$ cat config.mk
export PLATFORM = sky130hd
export DESIGN_NAME = uart_fifo_flow
export DESIGN_NICKNAME = d
export VERILOG_FILES = /design/src/rtl/uart_ff_pkg.sv /design/src/rtl/ffq_fifo.sv /design/src/rtl/ffq_cfg.sv /design/src/rtl/ffq_flow.sv /design/src/rtl/uart_fifo_flow.sv
export SDC_FILE = /design/constraint.sdc
export NUM_CORES = 1
export LEC_CHECK = 0
export BUFFER_PORTS_ARGS = -buffer_cell sky130_fd_sc_hd__clkbuf_2
export CAP_MARGIN = 0
export CELL_PAD_IN_SITES_DETAIL_PLACEMENT = 0
export CELL_PAD_IN_SITES_GLOBAL_PLACEMENT = 1
export CORE_UTILIZATION = 55
export CTS_CLUSTER_DIAMETER = 40
export DETAILED_ROUTE_END_ITERATION = 16
export GPL_TIMING_DRIVEN = 0
export PLACE_DENSITY = 0.91
export SYNTH_ARGS = -nofsm -noshare
export SYNTH_HDL_FRONTEND = slang
export SYNTH_SLANG_ARGS = --single-unit
$ cat constraint.sdc
create_clock -name clk -period 3.45 [get_ports clk]
set_clock_uncertainty 0.2 [all_clocks]
set_input_delay 0.69 -clock clk [delete_from_list [all_inputs] [get_ports clk]]
set_output_delay 0.69 -clock clk [all_outputs]
set_load 0.03 [all_outputs]
$ cat src/rtl/uart_ff_pkg.sv
package uart_ff_pkg;

  // Configuration write selects
  typedef enum logic [1:0] {
    SEL_RX_THR = 2'd0,
    SEL_TX_THR = 2'd1,
    SEL_FLOW   = 2'd2,
    SEL_CLEAR  = 2'd3
  } cfg_sel_e;

  // Lowest usable transmit threshold
  localparam int TX_THR_FLOOR = 2;

endpackage

$ cat src/rtl/ffq_fifo.sv
module ffq_fifo #(
  parameter  int WIDTH = 8,
  parameter  int DEPTH = 32,
  localparam int AW    = (DEPTH > 1) ? $clog2(DEPTH) : 1,
  localparam int LW    = $clog2(DEPTH + 1)
) (
  input  logic             clk,
  input  logic             rst_n,
  input  logic             clr,
  input  logic             push,
  input  logic             pop,
  input  logic [WIDTH-1:0] wdata,
  output logic [WIDTH-1:0] rdata,
  output logic [LW-1:0]    level,
  output logic             full,
  output logic             empty
);

  logic [WIDTH-1:0] mem [DEPTH];
  logic [AW-1:0]    wr_ptr_q, wr_ptr_d;
  logic [AW-1:0]    rd_ptr_q, rd_ptr_d;
  logic [LW-1:0]    level_q, level_d;
  logic             do_push, do_pop;

  function automatic logic [AW-1:0] ptr_inc(input logic [AW-1:0] p);
    return (p == AW'(DEPTH - 1)) ? '0 : p + AW'(1);
  endfunction

  assign full  = (level_q == LW'(DEPTH));
  assign empty = (level_q == '0);
  assign level = level_q;
  assign rdata = mem[rd_ptr_q];

  // A full queue still accepts a push when a pop frees a slot in the same cycle
  assign do_pop  = pop && !empty && !clr;
  assign do_push = push && (!full || do_pop) && !clr;

  always_comb begin
    wr_ptr_d = wr_ptr_q;
    rd_ptr_d = rd_ptr_q;
    level_d  = level_q;
    if (clr) begin
      wr_ptr_d = '0;
      rd_ptr_d = '0;
      level_d  = '0;
    end else begin
      if (do_push) wr_ptr_d = ptr_inc(wr_ptr_q);
      if (do_pop)  rd_ptr_d = ptr_inc(rd_ptr_q);
      case ({do_push, do_pop})
        2'b10:   level_d = level_q + LW'(1);
        2'b01:   level_d = level_q - LW'(1);
        default: level_d = level_q;
      endcase
    end
  end

  always_ff @(posedge clk or negedge rst_n) begin
    if (!rst_n) begin
      wr_ptr_q <= '0;
      rd_ptr_q <= '0;
      level_q  <= '0;
    end else begin
      wr_ptr_q <= wr_ptr_d;
      rd_ptr_q <= rd_ptr_d;
      level_q  <= level_d;
    end
  end

  // Storage has no reset; only written entries are ever presented
  always_ff @(posedge clk) begin
    if (do_push) mem[wr_ptr_q] <= wdata;
  end

  a_r2_level_bound: assert property (@(posedge clk) disable iff (!rst_n)
    level_q <= LW'(DEPTH));

  a_r2_pushpop_same_level: assert property (@(posedge clk) disable iff (!rst_n)
    (push && pop && !empty && !clr) |=> $stable(level_q));

  a_r2_empty_pop_ignored: assert property (@(posedge clk) disable iff (!rst_n)
    (pop && !push && empty && !clr) |=> empty);

  a_r3_full_drop_keeps_level: assert property (@(posedge clk) disable iff (!rst_n)
    (push && !pop && full && !clr) |=> $stable(level_q));

  a_r8_clear_empties: assert property (@(posedge clk) disable iff (!rst_n)
    clr |=> empty);

endmodule

$ cat src/rtl/ffq_cfg.sv
module ffq_cfg
  import uart_ff_pkg::*;
#(
  parameter  int DEPTH = 32,
  localparam int LW    = $clog2(DEPTH + 1),
  localparam int CFG_W = LW + 2
) (
  input  logic             clk,
  input  logic             rst_n,
  input  logic             soft_clr,
  input  logic             cfg_we,
  input  logic [1:0]       cfg_sel,
  input  logic [CFG_W-1:0] cfg_wdata,
  input  logic             ovr_set,
  output logic [LW-1:0]    rx_thr,
  output logic [LW-1:0]    tx_thr,
  output logic [LW-1:0]    cts_thr,
  output logic             cts_auto,
  output logic             cts_sw,
  output logic             ovr_flag
);

  cfg_sel_e      sel;
  logic [LW-1:0] rx_thr_q, rx_thr_d;
  logic [LW-1:0] tx_thr_q, tx_thr_d;
  logic [LW-1:0] cts_thr_q, cts_thr_d;
  logic          cts_auto_q, cts_auto_d;
  logic          cts_sw_q, cts_sw_d;
  logic          ovr_q, ovr_d;
  logic [LW-1:0] field;
  logic          clear_hit;

  assign sel   = cfg_sel_e'(cfg_sel);
  assign field = cfg_wdata[LW-1:0];

  function automatic logic [LW-1:0] clamp_hi(input logic [LW-1:0] v);
    return (int'(v) > DEPTH) ? LW'(DEPTH) : v;
  endfunction

  function automatic logic [LW-1:0] clamp_tx(input logic [LW-1:0] v);
    return (int'(v) < TX_THR_FLOOR) ? LW'(TX_THR_FLOOR) : clamp_hi(v);
  endfunction

  assign clear_hit = cfg_we && (sel == SEL_CLEAR) && cfg_wdata[0];

  always_comb begin
    rx_thr_d   = rx_thr_q;
    tx_thr_d   = tx_thr_q;
    cts_thr_d  = cts_thr_q;
    cts_auto_d = cts_auto_q;
    cts_sw_d   = cts_sw_q;
    if (cfg_we) begin
      case (sel)
        SEL_RX_THR: rx_thr_d = clamp_hi(field);
        SEL_TX_THR: tx_thr_d = clamp_tx(field);
        SEL_FLOW: begin
          cts_thr_d  = clamp_hi(field);
          cts_auto_d = cfg_wdata[LW];
          cts_sw_d   = cfg_wdata[LW+1];
        end
        default: ;
      endcase
    end
  end

  // Soft clear first, then a new overrun, then a write-1 clear
  always_comb begin
    if (soft_clr)       ovr_d = 1'b0;
    else if (ovr_set)   ovr_d = 1'b1;
    else if (clear_hit) ovr_d = 1'b0;
    else                ovr_d = ovr_q;
  end

  always_ff @(posedge clk or negedge rst_n) begin
    if (!rst_n) begin
      rx_thr_q   <= LW'(1);
      tx_thr_q   <= LW'(TX_THR_FLOOR);
      cts_thr_q  <= LW'(DEPTH);
      cts_auto_q <= 1'b0;
      cts_sw_q   <= 1'b0;
      ovr_q      <= 1'b0;
    end else begin
      rx_thr_q   <= rx_thr_d;
      tx_thr_q   <= tx_thr_d;
      cts_thr_q  <= cts_thr_d;
      cts_auto_q <= cts_auto_d;
      cts_sw_q   <= cts_sw_d;
      ovr_q      <= ovr_d;
    end
  end

  assign rx_thr   = rx_thr_q;
  assign tx_thr   = tx_thr_q;
  assign cts_thr  = cts_thr_q;
  assign cts_auto = cts_auto_q;
  assign cts_sw   = cts_sw_q;
  assign ovr_flag = ovr_q;

  a_r6_tx_thr_range: assert property (@(posedge clk) disable iff (!rst_n)
    (tx_thr_q >= LW'(TX_THR_FLOOR)) && (tx_thr_q <= LW'(DEPTH)));

  a_r3_ovr_sticky: assert property (@(posedge clk) disable iff (!rst_n)
    (ovr_q && !soft_clr && !clear_hit) |=> ovr_q);

  a_r4_ovr_set_wins: assert property (@(posedge clk) disable iff (!rst_n)
    (ovr_set && !soft_clr) |=> ovr_q);

  a_r4_ovr_cleared: assert property (@(posedge clk) disable iff (!rst_n)
    (clear_hit && !ovr_set) |=> !ovr_q);

endmodule

$ cat src/rtl/ffq_flow.sv
module ffq_flow #(
  parameter  int DEPTH = 32,
  localparam int LW    = $clog2(DEPTH + 1)
) (
  input  logic          clk,
  input  logic          rst_n,
  input  logic [LW-1:0] rx_level,
  input  logic [LW-1:0] tx_level,
  input  logic [LW-1:0] rx_thr,
  input  logic [LW-1:0] tx_thr,
  input  logic [LW-1:0] cts_thr,
  input  logic          cts_auto,
  input  logic          cts_sw,
  output logic          rx_ready,
  output logic          tx_ready,
  output logic          cts_active
);

  logic cts_q, cts_d;
  logic below_cts;

  assign rx_ready  = (rx_level != '0) && (rx_level >= rx_thr);
  assign tx_ready  = (tx_level <= tx_thr);
  assign below_cts = (rx_level < cts_thr);

  always_comb begin
    cts_d = cts_auto ? below_cts : cts_sw;
  end

  // Registered so the pin toggles cleanly once per level change
  always_ff @(posedge clk or negedge rst_n) begin
    if (!rst_n) cts_q <= 1'b0;
    else        cts_q <= cts_d;
  end

  assign cts_active = cts_q;

  a_r7_auto_hold_off: assert property (@(posedge clk) disable iff (!rst_n)
    (cts_auto && (rx_level >= cts_thr)) |=> !cts_active);

  a_r7_auto_release: assert property (@(posedge clk) disable iff (!rst_n)
    (cts_auto && (rx_level < cts_thr)) |=> cts_active);

  a_r7_manual_follow: assert property (@(posedge clk) disable iff (!rst_n)
    !cts_auto |=> (cts_active == $past(cts_sw)));

endmodule

$ cat src/rtl/uart_fifo_flow.sv
module uart_fifo_flow
  import uart_ff_pkg::*;
#(
  parameter  int DEPTH = 32,
  parameter  int DW    = 8,
  parameter  int TW    = 3,
  localparam int LW    = $clog2(DEPTH + 1),
  localparam int CFG_W = LW + 2
) (
  input  logic             clk,
  input  logic             rst_n,
  input  logic             soft_rst_n,
  input  logic             cfg_we,
  input  logic [1:0]       cfg_sel,
  input  logic [CFG_W-1:0] cfg_wdata,
  input  logic             rx_push,
  input  logic [DW-1:0]    rx_data_in,
  input  logic [TW-1:0]    rx_tag_in,
  input  logic             rx_pop,
  output logic [DW-1:0]    rx_data_out,
  output logic [TW-1:0]    rx_tag_out,
  output logic [LW-1:0]    rx_level,
  output logic             rx_full,
  output logic             rx_empty,
  output logic             rx_ready,
  output logic             rx_overrun,
  input  logic             tx_push,
  input  logic [DW-1:0]    tx_data_in,
  input  logic             tx_pop,
  output logic [DW-1:0]    tx_data_out,
  output logic [LW-1:0]    tx_level,
  output logic             tx_full,
  output logic             tx_empty,
  output logic             tx_ready,
  output logic             cts_active
);

  localparam int RXW = DW + TW;

  logic            soft_clr;
  logic [RXW-1:0]  rx_wword, rx_rword;
  logic            ovr_set;
  logic [LW-1:0]   rx_thr, tx_thr, cts_thr;
  logic            cts_auto, cts_sw;

  assign soft_clr = !soft_rst_n;
  assign rx_wword = {rx_tag_in, rx_data_in};

  ffq_fifo #(.WIDTH(RXW), .DEPTH(DEPTH)) u_rx_q (
    .clk   (clk),
    .rst_n (rst_n),
    .clr   (soft_clr),
    .push  (rx_push),
    .pop   (rx_pop),
    .wdata (rx_wword),
    .rdata (rx_rword),
    .level (rx_level),
    .full  (rx_full),
    .empty (rx_empty)
  );

  assign rx_data_out = rx_rword[DW-1:0];
  assign rx_tag_out  = rx_rword[RXW-1:DW];

  ffq_fifo #(.WIDTH(DW), .DEPTH(DEPTH)) u_tx_q (
    .clk   (clk),
    .rst_n (rst_n),
    .clr   (soft_clr),
    .push  (tx_push),
    .pop   (tx_pop),
    .wdata (tx_data_in),
    .rdata (tx_data_out),
    .level (tx_level),
    .full  (tx_full),
    .empty (tx_empty)
  );

  // Dropped character: full, no slot freed this cycle
  assign ovr_set = rx_push && rx_full && !rx_pop && !soft_clr;

  ffq_cfg #(.DEPTH(DEPTH)) u_cfg (
    .clk       (clk),
    .rst_n     (rst_n),
    .soft_clr  (soft_clr),
    .cfg_we    (cfg_we),
    .cfg_sel   (cfg_sel),
    .cfg_wdata (cfg_wdata),
    .ovr_set   (ovr_set),
    .rx_thr    (rx_thr),
    .tx_thr    (tx_thr),
    .cts_thr   (cts_thr),
    .cts_auto  (cts_auto),
    .cts_sw    (cts_sw),
    .ovr_flag  (rx_overrun)
  );

  ffq_flow #(.DEPTH(DEPTH)) u_flow (
    .clk        (clk),
    .rst_n      (rst_n),
    .rx_level   (rx_level),
    .tx_level   (tx_level),
    .rx_thr     (rx_thr),
    .tx_thr     (tx_thr),
    .cts_thr    (cts_thr),
    .cts_auto   (cts_auto),
    .cts_sw     (cts_sw),
    .rx_ready   (rx_ready),
    .tx_ready   (tx_ready),
    .cts_active (cts_active)
  );

  a_r3_overrun_on_drop: assert property (@(posedge clk) disable iff (!rst_n)
    ovr_set |=> (rx_overrun && rx_full));

endmodule

==> results_dict.tcl, run 1 <==
set metrics [dict create \
    worst-setup-path-type "reg2out" \
    endpoint_kind "output pin" \
    cp_slowest_cell "mux4_2" \
    dp_hpwl_um 36200 \
    violations "setup timing" \
    wire_per_inst_um 29.1 \
    synth_top_family_by_area "multiplexers" \
    globalRouteOverflowTotal 0 \
    tightest_slew_ps 1130 \
    antenna_found_initial 0 \
    io_buffers 74 \
    syn2layout_area_growth_pct 16.5 \
    cts_tree "built" \
    drt-total-wl_um 63400 \
    synthCells 1330 \
    cp-start-kind "register" \
    drive_gt1_share_pct 31.9 \
    avgSynthCellArea_um2 20.2 \
    critPathMaxStageDelay_ps 590 \
    cp.arrival_ps 3020 \
    num-fill-cells 2970 \
    dp_slack_ps -683 \
    max_cap_viol_count 0 \
    synth_area_um2 26800 \
    synth-xor-area-share_pct 0.196 \
    slew_viol_final 0 \
    fmax_ghz 0.256 \
    status "finished with violations" \
    ant_nets 0 \
    synth_warnings 0 \
    crit_fanout 10 \
    die_w_um 223 \
    min_path_type "in2reg" \
    finalCritPeriodShare_pct 113 \
    async_flop_share_pct 8.16 \
    setup_viol 19 \
    drtPass1Iterations 6 \
    antennaDiodeCount 0 \
    clock_path_buffers 3 \
    path_clk_slew_ps 60 \
    cts.sink_count 662 \
    synth_cell_types 60 \
    synth_compound_area_share_pct 2.34 \
    finalHoldViolCount 0 \
    io_pins 76 \
    synth_simple_gate_area_share_pct 3.75 \
    grt_usage_pct 25.8 \
    vias 14200 \
    grt_max_degree 55 \
    placed_cells_incl_taps 2019 \
    numCtsBuffers 78 \
    worstPathCellList "buf_12 > buf_12 > mux4_2 > mux4_2 > mux2_4 > buf_8" \
    tns_ps -7550 \
    synth_flop_cell "edfxtp_1" \
    synth_seq_cells 662 \
    rsz0062_at_grt "yes" \
    synth-edff-count 608 \
    ctsHtreeMaxLevel 3 \
    grt_pass1_wl_um 92500 \
    synth_fp_nets 1406 \
    stdcell_count 2178 \
    nets 1576 \
    finalPower_mw 22.1 \
    drc 0 \
    initial_core_util_pct 56.0 \
    root_buffer "clkbuf_16" \
    vdd_drop_max_v 0.000530 \
    layout_common_cells "edfxtp_1 (608), mux4_2 (190), nor2_1 (103), clkbuf_16 (82), clkbuf_2 (64)" \
    row_count 80 \
    synth_fa_ha_area_share_pct 1.85 \
    via_per_inst 6.50 \
    relSlewSlack_pct 24.2 \
    ys_seq_area_share_pct 73.1 \
    leakagePower_nw 10.3 \
    finalCriticalPeriod_ps 3910 \
    synthMuxAreaShare_pct 17.3 \
    layout_commonest_cell "edfxtp_1" \
    clkLatencyLatePin_ps 630 \
    layout_setup_ws_ps -460 \
    core_area_um2 47900 \
    worstPathRequired_ps 2560 \
    design.die.area_um2 49700 \
    die_h_um 223 \
    gp_congestion 0.848 \
    power.density_nw_per_um2 708 \
    drtIter0Drc 2012 \
    grt_pass1_vias 14300 \
]
where the power goes:
group	switching, mW	internal, mW
logic	2.52	2.40
clock network	3.40	4.73
registers	0.167	8.91
synth_stat cells (all sizes together), types with 5 or more instances:
cell | n | area, um2
xnor2 | 5 | 43.8
o21a | 6 | 45.0
clkbuf | 35 | 131
and3 | 5 | 31.3
nand3b | 8 | 60.1
or4 | 5 | 37.5
edfxtp | 608 | 18300
o31ai | 5 | 56.3
o21ai | 31 | 159
nor2 | 103 | 387
ha | 38 | 475
nand2 | 39 | 156
nand3 | 9 | 45.0
mux4 | 190 | 4280
buf | 28 | 149
a31oi | 6 | 37.5
a21oi | 25 | 125
mux2i | 9 | 90.1
nor3 | 14 | 70.1
a21o | 5 | 37.5
mux2 | 24 | 270
dfrtp | 51 | 1280
nand2b | 7 | 43.8
inv | 31 | 116
repair_timing:
item / CTS / global route
resized for setup: 134 / 30
endpoints found under the setup margin: 24 / 22
hold buffers: 1 / 0
gates cloned: 2 / 2
setup buffers: 10 / 6
pin swaps: 4 / 5
hold endpoints to repair: 32 / 0
through the flow:
| stage | util, % | instance area [um2] | hold slack [ps] |
|---|---|---|---|
| CTS | 64.9 | 31100 | 68.4 |
| global route | 65.2 | 31300 | 102 |
| detailed placement | 58.3 | 28000 | 267 |
| finish | 65.2 | 31300 | 98.7 |
| floorplan | - | 26800 | 194 |
| global placement | 58.3 | 28000 | 259 |
flip-flops by register name, indices dropped and copies added (netlist names), 5 cells and up:
register and count:
u_rx_q.rd_ptr_q 5, u_cfg.rx_thr 6, u_cfg.cts_thr 6, u_tx_q.level 6, u_tx_q.mem 256, u_cfg.tx_thr 6
u_rx_q.level 6, u_rx_q.mem 352, u_tx_q.rd_ptr_q 5, u_tx_q.wr_ptr_q 5, u_rx_q.wr_ptr_q 5
cells by family (layout without fill, tap and decap cells):
logic type,count (synthesis),count (layout)
flip-flops,662,662
multiplexers,223,223
AND/OR/NAND/NOR,213,213
buffers and inverters,94,327
AO/OA/AOI/OAI,93,93
adder cells (fa/ha/maj),39,39
XOR/XNOR,6,6
final timing paths:
check,to,cells past startpoint,slack (ps),start
worst max-delay path,rx_tag_out[0],6,-460,u_rx_q.rd_ptr_q[0]$_DFFE_PN0P_
worst min-delay path,u_cfg.cts_auto$_DFFE_PN0P_,2,100,cfg_wdata[6]
min in group asynchronous,u_cfg.rx_thr[2]$_DFFE_PN0P_,2,530,rst_n
worst min register to register,u_cfg.tx_thr[1]$_DFFE_PN1P_,2,280,u_cfg.tx_thr[1]$_DFFE_PN1P_
max in group asynchronous,u_tx_q.rd_ptr_q[2]$_DFFE_PN0P_,2,1910,rst_n
worst max register to register,u_rx_q.mem[12][5]$_DFFE_PP_,6,240,u_rx_q.level[3]$_DFFE_PN0P_
layer usage:
layer | track usage, % | share of wire (%)
met1 | 36.4 | 39
met2 | 40.6 | 48
met3 | 4.95 | 9.4
met4 | 9.81 | 3.5
met5 | 0 | 0
final cells by class:
cell class	instances	area, um2	share of cell area (%)
clock buffer	97	2070	6.61
multi-input combinational	574	6910	22.1
inverter	31	116	0.372
tap	615	769	2.46
buffer	59	490	1.57
clock inverter	46	512	1.64
sequential	662	19600	62.8
timing repair buffer	94	772	2.47
worst max-delay path, delay by kind of cell (launching register included):
family,cells,cell delay (ps)
muxes,3,1430
buffers and inverters,3,520
DFF,1,430
No activity file was read; power rests on OpenSTA's default activity.
==> inputs of run 2 (changes only) <==
PLACE_DENSITY = 0.89   (was 0.91)
==> run 2 against run 1 <==
Against the previous run: the flow still finishes with violations (setup timing); final cell count about the same; sequential share of layout area down 0.19 points; cell area rose by 0.30%; clock power is 2% lower; power grew 0.13%; sequential power is essentially flat; hold slack better by 11 ps; via count is 0.27% higher; critical path depth is 1 higher; critical endpoint is now rx_tag_out[2]; largest cell class unchanged; largest power group unchanged.
==> results_dict.tcl, run 2 (synthesized netlist as in run 1, its figures left out) <==
set metrics [dict create \
    layout_common_cells "edfxtp_1 (608), mux4_2 (190), nor2_1 (103), clkbuf_16 (81), clkbuf_2 (62)" \
    relSlewSlack_pct 16.7 \
    io_pins 76 \
    finalCriticalPeriod_ps 3970 \
    status "finished with violations" \
    clkLatencyLatePin_ps 610 \
    grt_usage_pct 26.5 \
    die_w_um 223 \
    path_clk_slew_ps 50 \
    nets 1578 \
    crit_fanout 6 \
    rsz0062_at_grt "yes" \
    fmax_ghz 0.252 \
    worstPathRequired_ps 2560 \
    reg_top3 "u_rx_q.mem (352), u_tx_q.mem (256)" \
    drc 0 \
    clock_path_buffers 3 \
    drt-total-wl_um 64900 \
    leakagePower_nw 10.3 \
    regMostFlops "u_rx_q.mem" \
    drtPass1Iterations 5 \
    cts.sink_count 662 \
    min_path_type "in2reg" \
    grt_pass1_wl_um 93700 \
    core_area_um2 47900 \
    regArea_um2 19600 \
    ff2ff_path_depth 6 \
    holdWs_ps 110 \
    max_cap_viol_count 0 \
    violations "setup timing" \
    ctsHtreeMaxLevel 3 \
    final_core_util_pct 65.4 \
    io_buffers 74 \
    gp_congestion 0.864 \
    layout_setup_ws_ps -517 \
    largest_reg_flops 352 \
    via_per_inst 6.51 \
    worst-setup-path-type "reg2out" \
    vdd_drop_max_v 0.000447 \
    antenna_found_initial 2 \
    wire_per_inst_um 29.8 \
    design_area_um2 31400 \
    drtIter0Drc 1972 \
    layout_commonest_cell "edfxtp_1" \
    cts_tree "built" \
    finalHoldViolCount 0 \
    globalRouteOverflowTotal 0 \
    syn2layout_area_growth_pct 16.9 \
    endpoint_kind "output pin" \
    finalCritPeriodShare_pct 115 \
    num-fill-cells 2963 \
    holdPathStages 2 \
    grt_pass1_vias 14100 \
    design.die.area_um2 49700 \
    tightest_slew_ps 1250 \
    root_buffer "clkbuf_16" \
    setup_viol 19 \
    ant_nets 0 \
    tns_ps -8190 \
    numCtsBuffers 76 \
    finalPower_mw 22.2 \
    dp_hpwl_um 35500 \
    grt_max_degree 55 \
    place_area_um2 28000 \
    vias 14200 \
    multiInputGateArea_um2 6920 \
    power.density_nw_per_um2 707 \
    die_h_um 223 \
    drive_gt1_share_pct 32.3 \
    cp-start-kind "register" \
    row_count 80 \
    cp.arrival_ps 3080 \
    slew_viol_final 0 \
    initial_core_util_pct 56.0 \
]
## run 2: cell count changes in the layout (fill, tap and decap cells not counted), moves of 4 or more
| cell | previous run | this run |
|---|---|---|
| buf_12 | 12 | 18 |
| buf_8 | 16 | 20 |
| clkbuf_1 | 33 | 26 |
| clkinv_4 | 9 | 5 |
| clkinvlp_4 | 4 | 9 |
| mux2_2 | 11 | 6 |
| mux2_4 | 13 | 18 |
## run 2: metal layers
metal | wire length, um | track usage (%) | vias to the layer above
met3 | 7090 | 5.85 | 143
met2 | 31500 | 41.2 | 985
met4 | 1900 | 8.88 | 0
met1 | 24400 | 37.8 | 7258
li1 | - | - | 5802
met5 | 0 | 0 | -
## run 2: critical path, stage by stage, from the launching register on
cell and delay, ps:
dfrtp_2 490, buf_12 200, buf_12 120, buf_16 110, mux4_2 550, mux4_2 540
mux2_4 300, buf_8 140
## run 2: layout make-up
class / instances / area share [%]
clock inverter: 49 / 1.50
sequential: 662 / 62.6
tap: 615 / 2.45
inverter: 31 / 0.371
clock buffer: 90 / 6.44
multi-input combinational: 574 / 22.1
antenna: 1 / 0.00798
buffer: 59 / 1.64
timing repair buffer: 98 / 2.95
## run 2: stage by stage
stage / worst slack, ps / instances
final: -517 / 2179
after global routing: -539 / 2178
after CTS: -519 / 2169
after detailed placement: -648 / 2019
after global placement: -599 / 2019
after floorplan: 274 / 1330
## run 2: power breakdown
| group | total [mW] | internal, mW | switching [mW] |
|---|---|---|---|
| logic | 5.13 | 2.55 | 2.58 |
| registers | 9.08 | 8.91 | 0.167 |
| clock network | 7.95 | 4.58 | 3.37 |
| total | 22.2 | 16.0 | 6.12 |
## run 2: worst paths after layout
kind | startpoint | slack [ps] | endpoint
setup / recovery | u_rx_q.rd_ptr_q[0]$_DFFE_PN0P_ | -520 | rx_tag_out[2]
hold / removal | cfg_wdata[6] | 110 | u_cfg.cts_auto$_DFFE_PN0P_
setup reg to reg | u_rx_q.level[3]$_DFFE_PN0P_ | 210 | u_rx_q.mem[15][7]$_DFFE_PP_
hold reg to reg | u_cfg.tx_thr[1]$_DFFE_PN1P_ | 280 | u_cfg.tx_thr[1]$_DFFE_PN1P_
max in group asynchronous | rst_n | 1960 | u_tx_q.rd_ptr_q[2]$_DFFE_PN0P_
min in group asynchronous | rst_n | 510 | u_cfg.cts_thr[3]$_DFFE_PN0P_
## run 2: what timing repair did
item / CTS / global route
endpoints found under the setup margin: 22 / 27
hold buffers: 1 / 0
pin swaps: 1 / 0
gates cloned: 5 / 2
buffers inserted: 8 / 9
hold endpoints to repair: 18 / 0
resized for setup: 153 / 35
